### config.mk
export PLATFORM = sky130hd
export DESIGN_NAME = freq_lock_det
export DESIGN_NICKNAME = d
export VERILOG_FILES = /design/src/rtl/flk_pkg.sv /design/src/rtl/flk_sync.sv /design/src/rtl/flk_meter.sv /design/src/rtl/flk_judge.sv /design/src/rtl/freq_lock_det.sv
export SDC_FILE = /design/constraint.sdc
export NUM_CORES = 1
export LEC_CHECK = 0
export CORE_MARGIN = 2
export CORE_UTILIZATION = 50
export CTS_CLUSTER_DIAMETER = 150
export DETAILED_ROUTE_END_ITERATION = 10
export PLACE_DENSITY = 0.79
export SETUP_SLACK_MARGIN = 0.4
export SYNTH_ARGS = -nofsm -noshare
export SYNTH_HDL_FRONTEND = slang
export SYNTH_HIERARCHICAL = 1
export SYNTH_SLANG_ARGS = --single-unit
### constraint.sdc
create_clock -name clk -period 3.9 [get_ports clk]
set_clock_uncertainty 0.2 [all_clocks]
set_input_delay 0.585 -clock clk [delete_from_list [all_inputs] [get_ports clk]]
set_output_delay 0.585 -clock clk [all_outputs]
set_load 0.03 [all_outputs]
### src/rtl/flk_pkg.sv
package flk_pkg;

  typedef enum logic {
    ST_HUNT = 1'b0,
    ST_LOCK = 1'b1
  } lock_st_e;

  function automatic logic [31:0] abs_gap(input logic [31:0] a, input logic [31:0] b);
    return (a >= b) ? (a - b) : (b - a);
  endfunction

endpackage

### src/rtl/flk_sync.sv
module flk_sync #(
  parameter int STAGES = 2
) (
  input  logic clk,
  input  logic rst_n,
  input  logic async_in,
  output logic rise_pulse
);

  logic [STAGES-1:0] chain;
  logic              prev_q;

  genvar gi;
  generate
    for (gi = 0; gi < STAGES; gi++) begin : g_stage
      if (gi == 0) begin : g_first
        always_ff @(posedge clk or negedge rst_n) begin
          if (!rst_n) chain[0] <= 1'b0;
          else        chain[0] <= async_in;
        end
      end else begin : g_next
        always_ff @(posedge clk or negedge rst_n) begin
          if (!rst_n) chain[gi] <= 1'b0;
          else        chain[gi] <= chain[gi-1];
        end
      end
    end
  endgenerate

  always_ff @(posedge clk or negedge rst_n) begin
    if (!rst_n) prev_q <= 1'b0;
    else        prev_q <= chain[STAGES-1];
  end

  assign rise_pulse = chain[STAGES-1] & ~prev_q;

endmodule

### src/rtl/flk_meter.sv
module flk_meter #(
  parameter int WIN_LOG2 = 10
) (
  input  logic                clk,
  input  logic                rst_n,
  input  logic                restart,
  input  logic                edge_pulse,
  output logic                win_done,
  output logic [WIN_LOG2:0]   win_count
);

  localparam int CNT_W = WIN_LOG2 + 1;
  localparam logic [WIN_LOG2-1:0] WIN_LAST = '1;

  logic [WIN_LOG2-1:0] wcnt_q;
  logic [CNT_W-1:0]    ecnt_q;

  assign win_done  = (wcnt_q == WIN_LAST);
  assign win_count = ecnt_q + CNT_W'(edge_pulse);

  always_ff @(posedge clk or negedge rst_n) begin
    if (!rst_n) begin
      wcnt_q <= '0;
      ecnt_q <= '0;
    end else if (restart) begin
      wcnt_q <= '0;
      ecnt_q <= '0;
    end else begin
      wcnt_q <= wcnt_q + 1'b1;
      ecnt_q <= win_done ? '0 : win_count;
    end
  end

endmodule

### src/rtl/flk_judge.sv
module flk_judge
  import flk_pkg::*;
#(
  parameter int CNT_W      = 11,
  parameter int TARGET_CNT = 128
) (
  input  logic             clk,
  input  logic             rst_n,
  input  logic             restart,
  input  logic             win_done,
  input  logic [CNT_W-1:0] win_count,
  input  logic [CNT_W-1:0] lock_thr,
  input  logic [CNT_W-1:0] unlock_thr,
  output logic             locked
);

  lock_st_e         st_q, st_d;
  logic [CNT_W-1:0] err;
  logic [31:0]      gap32;

  assign gap32 = abs_gap(32'(win_count), 32'(TARGET_CNT));
  assign err   = gap32[CNT_W-1:0];

  always_comb begin
    st_d = st_q;
    if (win_done) begin
      unique case (st_q)
        ST_HUNT: if (err < lock_thr)   st_d = ST_LOCK;
        ST_LOCK: if (err > unlock_thr) st_d = ST_HUNT;
        default: st_d = ST_HUNT;
      endcase
    end
  end

  always_ff @(posedge clk or negedge rst_n) begin
    if (!rst_n)       st_q <= ST_HUNT;
    else if (restart) st_q <= ST_HUNT;
    else              st_q <= st_d;
  end

  assign locked = (st_q == ST_LOCK);

endmodule

### src/rtl/freq_lock_det.sv
module freq_lock_det #(
  parameter int WIN_LOG2       = 10,
  parameter int TARGET_CNT     = 128,
  parameter int DEF_LOCK_THR   = 16,
  parameter int DEF_UNLOCK_THR = 48,
  parameter int SYNC_STAGES    = 2
) (
  input  logic                clk,
  input  logic                rst_n,
  input  logic                soft_rst,
  input  logic                rec_in,
  input  logic                loa_in,
  input  logic                cfg_prog_en,
  input  logic [WIN_LOG2:0]   cfg_lock_thr,
  input  logic [WIN_LOG2:0]   cfg_unlock_thr,
  output logic                lol_flag,
  output logic                lol_n,
  output logic                acq_en
);

  localparam int CNT_W = WIN_LOG2 + 1;
  localparam logic [CNT_W-1:0] DEF_LOCK   = CNT_W'(DEF_LOCK_THR);
  localparam logic [CNT_W-1:0] DEF_UNLOCK = CNT_W'(DEF_UNLOCK_THR);

  logic             rec_rise;
  logic             win_done;
  logic [CNT_W-1:0] win_count;
  logic [CNT_W-1:0] lock_sel;
  logic [CNT_W-1:0] unlock_sel;
  logic             locked;
  logic             loa_q;

  flk_sync #(.STAGES(SYNC_STAGES)) u_sync (
    .clk        (clk),
    .rst_n      (rst_n),
    .async_in   (rec_in),
    .rise_pulse (rec_rise)
  );

  flk_meter #(.WIN_LOG2(WIN_LOG2)) u_meter (
    .clk        (clk),
    .rst_n      (rst_n),
    .restart    (soft_rst),
    .edge_pulse (rec_rise),
    .win_done   (win_done),
    .win_count  (win_count)
  );

  assign lock_sel   = cfg_prog_en ? cfg_lock_thr   : DEF_LOCK;
  assign unlock_sel = cfg_prog_en ? cfg_unlock_thr : DEF_UNLOCK;

  flk_judge #(.CNT_W(CNT_W), .TARGET_CNT(TARGET_CNT)) u_judge (
    .clk        (clk),
    .rst_n      (rst_n),
    .restart    (soft_rst),
    .win_done   (win_done),
    .win_count  (win_count),
    .lock_thr   (lock_sel),
    .unlock_thr (unlock_sel),
    .locked     (locked)
  );

  always_ff @(posedge clk or negedge rst_n) begin
    if (!rst_n) loa_q <= 1'b0;
    else        loa_q <= loa_in;
  end

  assign lol_flag = ~locked;
  assign lol_n    = locked;
  assign acq_en   = ~locked | loa_q;

endmodule

Yosys cells after proc, flatten, opt, wreduce, memory -nomap -nowiden:

Index checks and enable logic that the tools add are counted.

* register bits after elaboration: 26
* output and inout port bits: 3
* logic and storage cells: 31

* add/subtract/negate cells: 4
* magnitude comparators: 3
* equality and inequality tests: 1
* multiplexer cells: 11
* bitwise gates (word level): 4
* reductions and logical operators: 1

Operators with widths (count)
* $mux W11: 5
* $add A11 B1 Y11: 1
* $ge A11 B8 Y1 const B: 1
* $gt A11 B11 Y1: 1
* $lt A11 B11 Y1: 1
* $sub A11 B8 Y11 const B: 1
* $sub A8 B11 Y11 const A: 1
* $add A10 B1 Y10 const B: 1
* $eq A10 B10 Y1 const B: 1
* $mux W10: 1
* $mux W1: 4
* $not A1 Y1: 2
* $pmux W1 S2: 1
* $reduce_bool A2 Y1: 1
* $and A1 B1 Y1: 1
* $or A1 B1 Y1: 1

Depth between registers and ports, before layout:

* depth in word-level cells: 10
* mapped depth: 17
* gate-level depth less buffers: 16

Modules after synthesis:

The synthesis kept the hierarchy.

Modules (own cells, without submodules)
* flk_meter: instances 1, cells an instance 108, area an instance 1056.0 um^2, seq. area each 525.5 um^2
* flk_judge: instances 1, cells an instance 123, area an instance 909.6 um^2, seq. area each 25.0 um^2
* freq_lock_det: instances 1, cells an instance 27, area an instance 182.7 um^2, seq. area each 25.0 um^2
* flk_sync: instances 1, cells an instance 4, area an instance 88.8 um^2, seq. area each 75.1 um^2

Least setup slack after synthesis:

OpenSTA, ideal clock, no wires.

* path kind: register to register
* from: reg u_sync.prev_q
* to: reg u_judge.st_q (netlist: u_judge/locked)
* library setup time: 66 ps
* arrival: 3498 ps
* slack: 136 ps
* cell stages (with the launch flop): 18
* path through: dfrtp_1 nor2b_4 ha_1 nand3_1 o21ai_1 nand2_1 inv_1 ha_1 or3b_1 buf_2 a31oi_4 o31a_2 xor2_1 ha_1 and4_1 and2_0 a221oi_1 o32a_1

* cells in the longest elaborated chain, start to end: 10

RTL lines
* start, declared: line flk_sync.sv:11 `logic prev_q;`
* start signal, assigned: line flk_sync.sv:32 `else prev_q <= chain[STAGES-1];`
* $not A1 Y1 *: line flk_sync.sv:35 `assign rise_pulse = chain[STAGES-1] & ~prev_q;`
* $and A1 B1 Y1 *: line flk_sync.sv:35
* net rec_rise: line freq_lock_det.sv:25 `logic rec_rise;`
* $add A11 B1 Y11 *: line flk_meter.sv:19 `assign win_count = ecnt_q + CNT_W'(edge_pulse);`
* net win_count[7]: line freq_lock_det.sv:27 `logic [CNT_W-1:0] win_count;`
* $sub A8 B11 Y11, or another cell as far along: line flk_pkg.sv:9 `return (a >= b) ? (a - b) : (b - a);`
* $mux W11 *: line flk_pkg.sv:9
* $gt A11 B11 Y1 / $lt A11 B11 Y1 (equally long branches): line flk_judge.sv:29, flk_judge.sv:28
* $mux W1 (on tied branches): line flk_judge.sv:29, flk_judge.sv:28
* $pmux W1 S2 *: line flk_judge.sv:27 `unique case (st_q)`
* $mux W1 *: line flk_judge.sv:26 `if (win_done) begin`
* $mux W1 *: line flk_judge.sv:37 `else if (restart) st_q <= ST_HUNT;`
* end signal, assigned: line flk_judge.sv:38 `else st_q <= st_d;`
* end, declared: line flk_judge.sv:17 `lock_st_e st_q, st_d;`

Mark *: on every way through the listed nets, which the timed path passes. The rest lies on a longest branch. The select of a mux whose other input is x is not followed.
A chain may end at the register's enable or synchronous reset.

Worst setup path in the final report:

Same ends and word-level chain as after synthesis.

==> impl_summary.txt <==
----------------------------------------------------
[Finish]
  Utilization of the core after routing ... 69.88%
  Non-filler instance count after layout ... 371
  Commonest non-fill, non-tap cell in the layout ... clkdlybuf4s50_1
  Commonest cells after routing, fill and taps aside ... clkdlybuf4s50_1 (30), buf_4 (28), inv_1 (26), dfrtp_1 (26), ha_1 (23)
  Diodes inserted ... 0
  Cell area after layout ... 3022 µm²
  Share of cells above drive strength 1 ... 21.00%
  Area added between synthesis and finish ... 35.07%
  Net total in the final layout ... 376

[Pwr]
  Final total power ... 657.1 µW
  Sequential share of power ... 42.8%
  Leakage power ... 1.343 nW
  Cell Int Power ... 465.9 µW
  Clock network fraction of total power ... 27.1%
  Combinational cell fraction of total power ... 30.1%
  Net switching power ... 191.2 µW
  Power density over the cells ... 217.5 nW/µm²
  Peak ir drop on the vdd network ... 130.7 µV
  Share of total power consumed by net switching ... 29.10%

[Synthesis]
  Part of the Yosys area used for sequential elements ... 29.08%
  Share of flip-flops with an asynchronous set or reset ... 100.0%
  Post-synthesis cell type with the largest combined area ... dfrtp_1
  Netlist cell types ... 44
  Main flop type after synthesis ... dfrtp_1
  Number of enable flip-flop cells after synthesis ... 0
  Syn nets ... 318
  Per-instance average area after synthesis ... 8.539 µm²
  Post-synthesis register bit count ... 26
  Yosys warning count ... 6
  Top area cells in the synthesized netlist ... dfrtp_1 (29%), ha_1 (16%), and2_1 (5.3%)
  Top-area cell type share of the netlist area ... 29.08%
  Number of cells produced by synthesis ... 262
  Cell area after technology mapping ... 2237 µm²

[Timing]
  Headroom to the max-slew limit ... 41.99%
  Final count of negative-setup-slack endpoints ... 0
  Setup repair after global routing missed its margin ... yes
  Period utilisation layout ... 97.86%
  Clock period minus final worst setup slack ... 3.817 ns
  Hold WS ... 0.1690 ns
  Highest attainable clock frequency ... 262.0 MHz
  Tightest Pin Transition ... 0.8674 ns
  Final count of pins violating max slew ... 0
  Final Hold Vio Count ... 0

[GRT]
  Number of global-route vias before repair ... 2107
  Overflow after GRT ... 0
  Maximum number of pins on one net before global-route repair ... 23
  Global-route total usage across every layer ... 21.83%
  Global-route wire length before repair ... 8976 µm
  Initial antenna violation count ... 0

[Outcome]
  Outcome ... finished clean

[Clocking]
  Total number of clock tree sinks ... 26
  Number of buffers inserted during clock tree synthesis ... 3
  CTS Root Cell ... clkbuf_8
  Clock tree from TritonCTS ... done
  Maximum number of buffers from clock root to sink ... 2
  CTS clock-pin slew for the worst setup and hold paths ... 0.09 ns
  Clock latency at the later pin of the worst-skew pair ... 0.27 ns
  Number of H-tree branching levels ... 1

[Floorplan]
  Ports placed on the boundary ... 31
  Starting Density ... 51.74%
  Standard-cell rows ... 24
  DIE WIDTH ... 70.89 µm
  Overall die height ... 70.89 µm
  Core Area ... 4324 µm²
  Die area ... 5025 µm²

[Drt]
  Residual DRC ... 0
  DR vias/cell ... 5.485
  1st-iter DRT viols ... 92
  Detail Route Antenna Nets ... 0
  Per-cell routed wire length ... 14.52 µm
  Via total after detailed routing ... 2035
  Total routed wirelength ... 5387 µm
  Number of optimization iterations in the first detailed-route pass ... 4

[Placed design]
  Buffers on Ports ... 30
  Routability congestion estimate from global placement ... 0.9198
  Placement Cell Area ... 2694 µm²
  Placed wire-length estimate ... 3694 µm
  Placed cell count ... 347

[Worst setup path]
  Crit path cell chain ... nor2b_4 -> buf_6 -> ha_4 -> nand3_4 -> or3_4 -> nand2_4 -> inv_4 -> ha_4 -> or3b_4 -> nor3_2 -> a222oi_1 -> buf_4 -> ha_4 -> a211oi_2 -> o21bai_1 -> nor4_1 -> o32a_1
  Launching element type of the critical path ... flop
  Peak per-stage delay on the critical path ... 0.41 ns
  Reg-to-reg setup timing slack ... 0.08 ns
  Family with the most delay on the worst path ... simple AND/OR/NAND/NOR gates
  CP endpoint kind ... flop
  Most frequent cell on the critical path ... ha_4
  Data arrival time of the critical path ... 3.83 ns
  Cell at the slowest stage of the critical path ... dfrtp_1
  Critical setup path kind ... reg -> reg
  Buffers and inverters on the worst path ... 3
  CP Max Fanout ... 5
  Required arrival time at the worst endpoint ... 3.92 ns

[Worst hold path]
  Type of the worst min-delay path ... reg -> reg

[Run]
  Number of maximum-capacitance violations ... 0

----------------------------------------------------
what timing repair did:
| action | in CTS | in global routing |
|---|---|---|
| hold buffers | 0 | 0 |
| endpoints found under the setup margin | 1 | 1 |
| setup buffers | 11 | 9 |
| cloned | 0 | 0 |
| pin swaps | 9 | 16 |
| resized for setup | 9 | 14 |
path summary, 6_finish.rpt:
| path | start | to | cells past startpoint |
|---|---|---|---|
| worst max-delay path | u_sync/prev_q | u_judge/locked | 17 |
| worst min-delay path | u_sync/chain[0] | u_sync/chain[1] | 0 |
| worst max register to register | u_sync/prev_q | u_judge/locked | 17 |
| worst min register to register | u_sync/chain[0] | u_sync/chain[1] | 0 |
| max in group asynchronous | rst_n | u_meter/ecnt_q[4] | 2 |
| min in group asynchronous | rst_n | u_meter/wcnt_q[5] | 1 |
registers in the layout, indices dropped and copies added, names as in the netlist:
| name | count |
|---|---|
| u_sync/prev_q | 1 |
| u_meter/wcnt_q | 10 |
| u_meter/ecnt_q | 11 |
| u_sync/chain | 2 |
| loa_q | 1 |
| u_judge/locked | 1 |
metrics by stage:
| stage | setup WS [ns] | setup TNS, ns |
|---|---|---|
| 6_report | 0.08349 | 0 |
| 5_1_grt | -0.01902 | -0.01902 |
| 4_1_cts | 0.2272 | 0 |
| 3_5_place_dp | 0.06505 | 0 |
| 3_3_place_gp | 0.1776 | 0 |
| 2_1_floorplan | 0.3438 | 0 |
metal layers:
metal  part of all wire, %  global-route usage [%]  vias up
met1                    45                   28.07      933
met2                    49                   37.90       49
li1                      -                       -     1041
met4                   2.1                   7.547        0
met3                   3.8                   2.707       12
met5                     0                       0        -
worst reg2reg max path, stage by stage, from the launching register on:
cell      delay, ns
dfrtp_1        0.41
nor2b_4        0.15
buf_6          0.12
ha_4           0.15
nand3_4        0.09
or3_4          0.40
nand2_4        0.09
inv_4          0.05
ha_4           0.15
or3b_4         0.27
nor3_2         0.05
a222oi_1       0.34
buf_4          0.22
ha_4           0.21
a211oi_2       0.18
o21bai_1       0.14
nor4_1         0.35
o32a_1         0.21
cells in the mapped netlist, types with 9 or more instances:
cell / n
a21oi_1: 15
nor2b_1: 11
and2_1: 19
nor2_1: 9
ha_1: 28
inv_1: 28
dfrtp_1: 26
o21ai_0: 13
nand2_1: 19
cells by family after synthesis:
group | synth area share, %
buf+inv | 5.984
simple gates | 28.19
flops | 29.08
xor+xnor | 5.481
fa+ha+maj | 15.66
compound gates | 15.60
cell type report:
class	instances	area (µm²)
well taps	52	65.06
flip-flops and latches	26	650.6
clock buffers	4	55.05
fillers	331	1303
multi-input cells	202	1619
repair buffers	59	521.8
inverters	28	110.1
power groups by stage:
stage	registers (mW)	logic (mW)	clock network (mW)
CTS	0.281	0.186	0.184
global placement	0.286	0.177	0
global route	0.282	0.226	0.193
floorplan	0.285	0.120	0
detailed placement	0.286	0.181	0
finish	0.281	0.198	0.178
(Power assumes the default switching activity.)
